File: config.mk
export PLATFORM = sky130hd
export DESIGN_NAME = triple_frame_buffer
export DESIGN_NICKNAME = d
export VERILOG_FILES = /design/src/rtl/triple_frame_buffer.sv
export SDC_FILE = /design/constraint.sdc
export NUM_CORES = 2
export LEC_CHECK = 0
export BUFFER_PORTS_ARGS = -buffer_cell sky130_fd_sc_hd__buf_2
export CAP_MARGIN = 0
export CELL_PAD_IN_SITES_DETAIL_PLACEMENT = 0
export CELL_PAD_IN_SITES_GLOBAL_PLACEMENT = 1
export CORE_AREA = 2 2 495 497
export CTS_CLUSTER_SIZE = 8
export DETAILED_ROUTE_END_ITERATION = 7
export DIE_AREA = 0 0 497 499
export HOLD_SLACK_MARGIN = 0.06
export PLACE_DENSITY = 0.88
export SKIP_LAST_GASP = 1
export SYNTH_ARGS = -nofsm -noshare
export SYNTH_HDL_FRONTEND = slang
export SYNTH_SLANG_ARGS = --single-unit
File: constraint.sdc
create_clock -name clk -period 3.46 [get_ports clk]
set_clock_uncertainty 0.15 [all_clocks]
set_input_delay 0.519 -clock clk [delete_from_list [all_inputs] [get_ports clk]]
set_output_delay 0.519 -clock clk [all_outputs]
set_load 0.01 [all_outputs]
File: src/rtl/triple_frame_buffer.sv
module triple_frame_buffer #(
  parameter int H_PIX = 1024,
  parameter int V_LINES = 768,
  parameter int BURST = 16,
  parameter int FIFO_DEPTH = 64,
  parameter int ADDR_W = 32,
  parameter logic [ADDR_W-1:0] BASE_ADDR = 32'h1000_0000
) (
  input  logic                       clk,
  input  logic                       rst_n,
  input  logic                       in_valid,
  output logic                       in_ready,
  input  logic [23:0]                in_pixel,
  output logic                       wm_write,
  output logic [ADDR_W-1:0]          wm_address,
  output logic [31:0]                wm_writedata,
  input  logic                       wm_waitrequest,
  output logic                       rm_read,
  output logic [ADDR_W-1:0]          rm_address,
  output logic [$clog2(BURST+1)-1:0] rm_burstcount,
  input  logic                       rm_waitrequest,
  input  logic                       rm_readdatavalid,
  input  logic [31:0]                rm_readdata,
  output logic                       out_valid,
  input  logic                       out_ready,
  output logic [23:0]                out_pixel
);
  localparam int FRAME_WORDS = H_PIX * V_LINES;
  localparam int FRAME_BYTES = FRAME_WORDS * 4;
  localparam int WC_W = $clog2(FRAME_WORDS + 1);
  localparam int LC_W = $clog2(H_PIX + 1);
  localparam int F_W = $clog2(FIFO_DEPTH + 1);
  localparam int P_W = (FIFO_DEPTH > 1) ? $clog2(FIFO_DEPTH) : 1;
  localparam int BC_W = $clog2(BURST + 1);

  function automatic logic [ADDR_W-1:0] buf_base(input logic [1:0] b);
    return BASE_ADDR + ADDR_W'(b) * ADDR_W'(FRAME_BYTES);
  endfunction

  logic [1:0] wr_buf, rd_buf;
  logic [2:0] fresh;
  logic [1:0] spare;
  assign spare = 2'd3 - wr_buf - rd_buf;

  // write side
  logic [23:0]     wq [FIFO_DEPTH];
  logic [P_W-1:0]  wq_wp, wq_rp;
  logic [F_W-1:0]  wq_fill, wq_fill_n;
  logic [LC_W-1:0] in_col;
  logic [WC_W-1:0] wcnt;
  logic flush, burst_on, wr_hold;
  logic push, line_end, active, wpop, frame_done, w_swap;

  assign in_ready   = (wq_fill != F_W'(FIFO_DEPTH)) && !wr_hold;
  assign push       = in_valid && in_ready;
  assign line_end   = push && (in_col == LC_W'(H_PIX - 1));
  assign active     = burst_on || (wq_fill >= F_W'(BURST)) || flush;
  assign wm_write   = active && (wq_fill != '0) && !wr_hold;
  assign wpop       = wm_write && !wm_waitrequest;
  assign frame_done = wpop && (wcnt == WC_W'(FRAME_WORDS - 1));
  assign w_swap     = (frame_done || wr_hold) && !fresh[spare];
  assign wq_fill_n  = wq_fill + F_W'(push) - F_W'(wpop);

  assign wm_address   = buf_base(wr_buf) + ADDR_W'({wcnt, 2'b00});
  assign wm_writedata = {8'h00, wq[wq_rp]};

  always_ff @(posedge clk)
    if (push) wq[wq_wp] <= in_pixel;

  always_ff @(posedge clk) begin
    if (!rst_n) begin
      wq_wp <= '0; wq_rp <= '0; wq_fill <= '0;
      in_col <= '0; wcnt <= '0;
      flush <= 1'b0; burst_on <= 1'b0; wr_hold <= 1'b0;
    end else begin
      wq_fill <= wq_fill_n;
      if (push) begin
        wq_wp  <= wq_wp + 1'b1;
        in_col <= line_end ? '0 : in_col + 1'b1;
      end
      if (wpop) begin
        wq_rp <= wq_rp + 1'b1;
        wcnt  <= frame_done ? '0 : wcnt + 1'b1;
      end
      if (line_end) flush <= 1'b1;
      else if (wq_fill_n == '0) flush <= 1'b0;
      burst_on <= active && (wq_fill_n != '0);
      if (frame_done && fresh[spare]) wr_hold <= 1'b1;
      else if (w_swap) wr_hold <= 1'b0;
    end
  end

  // read side
  logic [23:0]     rq [FIFO_DEPTH];
  logic [P_W-1:0]  rq_wp, rq_rp;
  logic [F_W-1:0]  rq_fill, pend, rfree;
  logic [WC_W-1:0] rcnt;
  logic raccept, rlast, r_take, rpop;

  assign rfree         = F_W'(FIFO_DEPTH) - rq_fill - pend;
  assign rm_read       = rfree >= F_W'(BURST);
  assign rm_burstcount = BC_W'(BURST);
  assign rm_address    = buf_base(rd_buf) + ADDR_W'({rcnt, 2'b00});
  assign raccept       = rm_read && !rm_waitrequest;
  assign rlast         = raccept && (rcnt == WC_W'(FRAME_WORDS - BURST));
  assign r_take        = rlast && fresh[spare];
  assign out_valid     = rq_fill != '0;
  assign out_pixel     = rq[rq_rp];
  assign rpop          = out_valid && out_ready;

  always_ff @(posedge clk)
    if (rm_readdatavalid) rq[rq_wp] <= rm_readdata[23:0];

  always_ff @(posedge clk) begin
    if (!rst_n) begin
      rq_wp <= '0; rq_rp <= '0; rq_fill <= '0; pend <= '0; rcnt <= '0;
    end else begin
      if (rm_readdatavalid) rq_wp <= rq_wp + 1'b1;
      if (rpop) rq_rp <= rq_rp + 1'b1;
      rq_fill <= rq_fill + F_W'(rm_readdatavalid) - F_W'(rpop);
      pend <= pend + (raccept ? F_W'(BURST) : '0) - F_W'(rm_readdatavalid);
      if (raccept) rcnt <= rlast ? '0 : rcnt + WC_W'(BURST);
    end
  end

  // buffer rotation: writer and reader swaps are mutually exclusive on fresh[spare]
  always_ff @(posedge clk) begin
    if (!rst_n) begin
      wr_buf <= 2'd1; rd_buf <= 2'd0; fresh <= '0;
    end else begin
      if (frame_done) fresh[wr_buf] <= 1'b1;
      if (w_swap) wr_buf <= spare;
      if (r_take) begin
        rd_buf <= spare;
        fresh[spare] <= 1'b0;
      end
    end
  end
endmodule

## Yosys cells after proc, flatten, opt, wreduce, memory -nomap -nowiden

Memories as Yosys holds them, arrays and structs flattened. A register that Yosys moved wholly into a read port is not among the register bits.
Index checks and enable logic that the tools add are counted.

- Input bits: 63
- Memories: 2
- Bits in registers: 106
- Bits in writable memories: 3072
- Logic and storage cells: 108
- Output and inout bits: 129

- Multipliers: 2
- $add $sub $neg: 21
- Bitwise operators: 3
- Reductions and logical operators: 29
- Magnitude comparators: 6
- Equal/unequal tests: 4
- Muxes and demuxes: 25

Memory list:

| memory | depth | bits a word | rd ports | clocked after Yosys merged registers in | write ports | line | RTL |
|---|---|---|---|---|---|---|---|
| rq | 64 | 24 | 1 | 1 | 1 | 94 | `logic [23:0] rq [FIFO_DEPTH];` |
| wq | 64 | 24 | 1 | 1 | 1 | 46 | `logic [23:0] wq [FIFO_DEPTH];` |

Operator list:

| kind | number |
|---|---|
| $add A30 B22 Y31 | 2 |
| $add A29 B24 Y30 const A | 2 |
| $eq A20 B20 Y1 const B | 2 |
| $mux W20 | 2 |
| $add A6 B1 Y6 const B | 4 |
| $mux W6 | 4 |
| $reduce_bool A7 Y1 | 3 |
| $sub A7 B1 Y7 | 3 |
| $add A20 B1 Y20 const B | 1 |
| $add A20 B5 Y20 const B | 1 |
| $logic_and A1 B1 Y1 | 16 |
| $add A7 B1 Y7 | 2 |
| $ge A7 B5 Y1 const B | 2 |
| $add A11 B1 Y11 const B | 1 |
| $eq A11 B10 Y1 const B | 1 |
| $mux W1 | 11 |
| $mux W11 | 1 |
| $mux W3 | 3 |
| $mul A2 B2 Y4 const B | 2 |
| $add A7 B5 Y7 | 1 |
| $logic_not A7 Y1 | 1 |
| $ne A7 B7 Y1 const B | 1 |
| $sub A7 B7 Y7 | 1 |
| $sub A7 B7 Y7 const A | 1 |
| 13 further kinds | 22 |

## Longest topological paths before layout

- Depth after elaboration: 11
- Mapped depth: 20
- Depth with buffers taken out: 18

## Worst setup path before layout

No wires, ideal clock.

- Kind: register to register
- Start: reg rq_fill[1]
- End: reg pend[6]
- Arrival: 3.361 ns
- Stages on the path, launching flop included: 21
- Required time: 3.182 ns
- Slack: -0.179 ns
- Path buffers: 2
- Clock period less this slack: 3.639 ns
- Setup time: 0.128 ns
- Path through: dfxtp_1 ha_1 inv_1 ha_1 inv_1 fa_1 nand2b_1 nand3b_1 nor4b_1 o31a_1 clkbuf_1 clkbuf_1 nand2b_1 ha_1 inv_1 ha_1 inv_1 o21bai_1 a21oi_1 xnor2_1 nor2_1

- Longest elaborated chain between the ends: 7

RTL lines:

| element | line | RTL |
|---|---|---|
| from (decl) | 96 | `logic [F_W-1:0] rq_fill, pend, rfree;` |
| from (signal assigned) | 120 | `rq_fill <= rq_fill + F_W'(rm_readdatavalid) - F_W'(rpop);` |
| $sub A7 B7 Y7 (2 in a row) | 100 | `assign rfree = F_W'(FIFO_DEPTH) - rq_fill - pend;` |
| $ge A7 B5 Y1 | 101 | `assign rm_read = rfree >= F_W'(BURST);` |
| $logic_and A1 B1 Y1 | 104 | `assign raccept = rm_read && !rm_waitrequest;` |
| $mux W5 | 121 | `pend <= pend + (raccept ? F_W'(BURST) : '0) - F_W'(rm_readdatavalid);` |
| $add A7 B5 Y7 | 121 |  |
| $sub A7 B1 Y7 | 121 |  |
| to (signal assigned) | 121 |  |
| to (decl) | 96 |  |

Every way passes these cells.
A chain may end at the register's enable or synchronous reset.

==> results.yml <==
floorplan:
  io_pins: 192
  dieArea_um2: 248000
  die_w_um: 497
  start_util_pct: 50.8
  fp.dieH_um: 499
  fp.coreArea_um2: 243000
  num_rows: 181
worst_hold_path:
  min_to: "wq[38][0]"
  worst_hold_path_type: "in -> reg"
  min_path_cells: 1
  hold_start: "in_pixel[0]"
drt:
  ant_nets: 0
  vias_per_cell: 7.16
  drc: 0
  num_vias: 68000
  wl_met1_um: 121000
  top_layer: "met5"
  met2_length_um: 193000
  wl_met3_um: 50900
  first_pass_iters: 6
  wl_um: 392000
  drt_iter0_drc: 12500
  routedWlPerCell_um: 41.3
worst_setup_path:
  startpoint_type: "flip-flop"
  path_max_fanout: 8
  required_ns: 2.79
  r2r_slack_ns: 0.03
  worst-path-buf-inv: 5
  rr_startpoint: "rq_wp[2]"
  path_delay_family: "multiplexers"
  critPathKind: "reg -> out"
  r2r_cells: 4
  slowest_stage: "mux4_2"
  max_stage_delay_ns: 0.62
  endpoint_kind: "output port"
  crit_path_cell_trace: "buf_12 -> buf_16 -> buf_16 -> mux4_2 -> mux4_2 -> a22oi_2 -> buf_6 -> nand2_4 -> buf_2"
  r2r_end: "rq[5][12]"
  crit_arrival_ns: 3.88
synth:
  async_flop_share_pct: 0
  netlist_instances: 5320
  ys.flop_type: "edfxtp_1"
  syn_area_per_cell_um2: 23.2
  yosys_warnings: 0
  synth.distinct_cells: 60
  ys_seq_area_share_pct: 76.7
  ys_ff_latch: 3186
  synth-edff-count: 3072
  syn_area_um2: 123000
power:
  leakagePower_nw: 46.2
  ir_drop_v: 0.000619
  p_per_area_nw_per_um2: 726
placed_design:
  place.gp.congestion: 0.794
  placed_area_um2: 131000
  hpwl_um: 162000
  port-buffer-count: 148
sta:
  fin_ws_ns: -1.09
  min_period_ns: 4.55
  slew_viol_final: 64
  fin_crit_sh_pct: 131
  tightest_slew_ns: 1.51
  rsz0062_at_grt: "yes"
  final-setup-viol-count: 49
  max-slew-margin-rel_pct: -0.846
  hold_violations: 0
  fmax_mhz: 220
final_layout:
  fin_nets: 6275
  design_area_um2: 147000
  mostFrequentLayoutCells: "3,072 x edfxtp_1, 960 x mux4_2, 467 x clkbuf_16, 234 x buf_4, 157 x buf_12"
  fillers: 15100
  post-route-util_pct: 60.8
  syn_to_final_growth_pct: 19.6
  layout_commonest_cell: "edfxtp_1"
  layout-drive-gt1-share_pct: 38.9
status:
  outcome: "complete, but fails checks"
  violations: "capacitance limit, slew limit, setup timing"
cts:
  cts.sinks: 3186
  ctsHtreeMaxLevel: 5
  insertion_delay_ns: 1.05
  clk_pin_slew_ns: 0.07
  ctsLongestPathBuffers: 4
  numCtsBuffers: 449
  cts_tree: "yes"
  cts-root-buf: "clkbuf_16"
flow_run:
  maxCapViolCount: 1
grt:
  grt_usage_pct: 30.4
  grt-ovfl-total: 0
  grt_max_degree: 65
  grt_pass1_wl_um: 528000
  antenna_found_initial: 20
  grt_pass1_vias: 67500
[timing repair]
item / in CTS / in global routing
buffers inserted: 88 / 62
hold endpoints to repair: 221 / 28
resized for setup: 283 / 189
hold buffers: 9 / 3
cloned: 42 / 10
pin swaps: 61 / 96
endpoints found under the setup margin: 54 / 280
[per-stage QoR]
stage	hold slack, ns	setup WS (ns)	power [mW]	TNS, ns	cells
floorplan	0.286	-0.0211	55.6	-0.0211	5353
global placement	0.290	0.00746	60.6	0	8709
detailed placement	0.315	0.0352	61.1	0	8709
CTS	0.0731	-0.956	105	-41.32	9428
global route	0.212	-1.12	109	-43.59	9486
finish	0.180	-1.09	107	-42.17	9492
[power breakdown]
part | internal (mW) | switching, mW | total (mW) | leakage [nW]
clock network | 23.5 | 16.5 | 40.0 | 5.83
logic | 12.5 | 11.5 | 24.0 | 11.8
registers | 42.7 | 0.278 | 43.0 | 28.6
total | 78.7 | 28.3 | 107 | 46.2
[kinds of logic after synthesis]
family | count (synthesis) | share of synthesized area (%)
and+or+nand+nor | 458 | 1.77
adders and majority gates | 62 | 0.666
buffers and inverters | 391 | 1.71
other | 2 | 0.00610
muxes | 966 | 17.6
xor gates and xnor gates | 66 | 0.481
AOI/OAI and AO/OA | 189 | 1.05
DFF | 3186 | 76.7
[flip-flops by register name, summed over array words and instances, names as in the netlist, named ones only]
name,cells
pend,7
rq_fill,7
rq_wp,6
in_col,11
fresh,3
wcnt,20
wr_hold,1
burst_on,1
rq_rp,6
wq,1536
wq_rp,6
wr_buf,2
rd_buf,2
wq_fill,7
flush,1
wq_wp,6
rq,1536
rcnt,16
[how the worst max path moves through the flow]
stage               start             to  slack (ns)  cells after the start
2_1_floorplan  rq_fill[1]        pend[6]       -0.02                     20
3_3_place_gp   rq_fill[1]        pend[6]       0.007                     18
6_report        flip-flop  out_pixel[18]       -1.09                      9
3_5_place_dp   wq_fill[6]       burst_on        0.04                     15
5_1_grt         flip-flop  out_pixel[19]       -1.12                     10
4_1_cts         flip-flop  out_pixel[12]       -0.96                      9
[area by class of cell]
class | instances | area [µm²] | share of cell area, %
Antenna cell | 10 | 25.0 | 0.0170
Clock buffer | 573 | 11900 | 8.07
Clock inverter | 8 | 120 | 0.0815
Inverter | 42 | 160 | 0.109
Multi-Input combinational cell | 1776 | 27900 | 18.9
Sequential cell | 3186 | 94600 | 64.2
Tap cell | 3202 | 4010 | 2.72
Timing Repair Buffer | 695 | 8700 | 5.90
[synthesized netlist by cell type (8+ instances only)]
master	number	area, µm²
dfxtp_1	114	2280
xor2_1	42	368
o21ai_0	16	80.1
nor2_1	199	747
buf_2	45	225
xnor2_1	23	201
nand3_1	19	95.1
or3_1	15	93.8
a21oi_1	41	205
a22oi_1	96	721
nand4_1	30	188
buf_6	33	372
nor3_1	9	45.0
nand2_1	95	357
and3_1	12	75.1
mux4_2	960	21600
and2_1	17	106
or4_1	8	60.1
buf_4	88	661
ha_1	56	701
clkbuf_1	167	627
buf_1	16	60.1
edfxtp_1	3072	92200
nor2b_1	8	50.1
nand3b_1	9	67.6
nand2b_1	9	56.3
inv_1	40	150
[metal layers]
| layer | vias up | global-route usage, % |
|---|---|---|
| met5 | - | 0 |
| met4 | 6 | 17.2 |
| met3 | 1625 | 7.70 |
| met2 | 7532 | 49.8 |
| met1 | 34800 | 37.0 |
| li1 | 24000 | - |
Power figures use the tool's default switching activity.
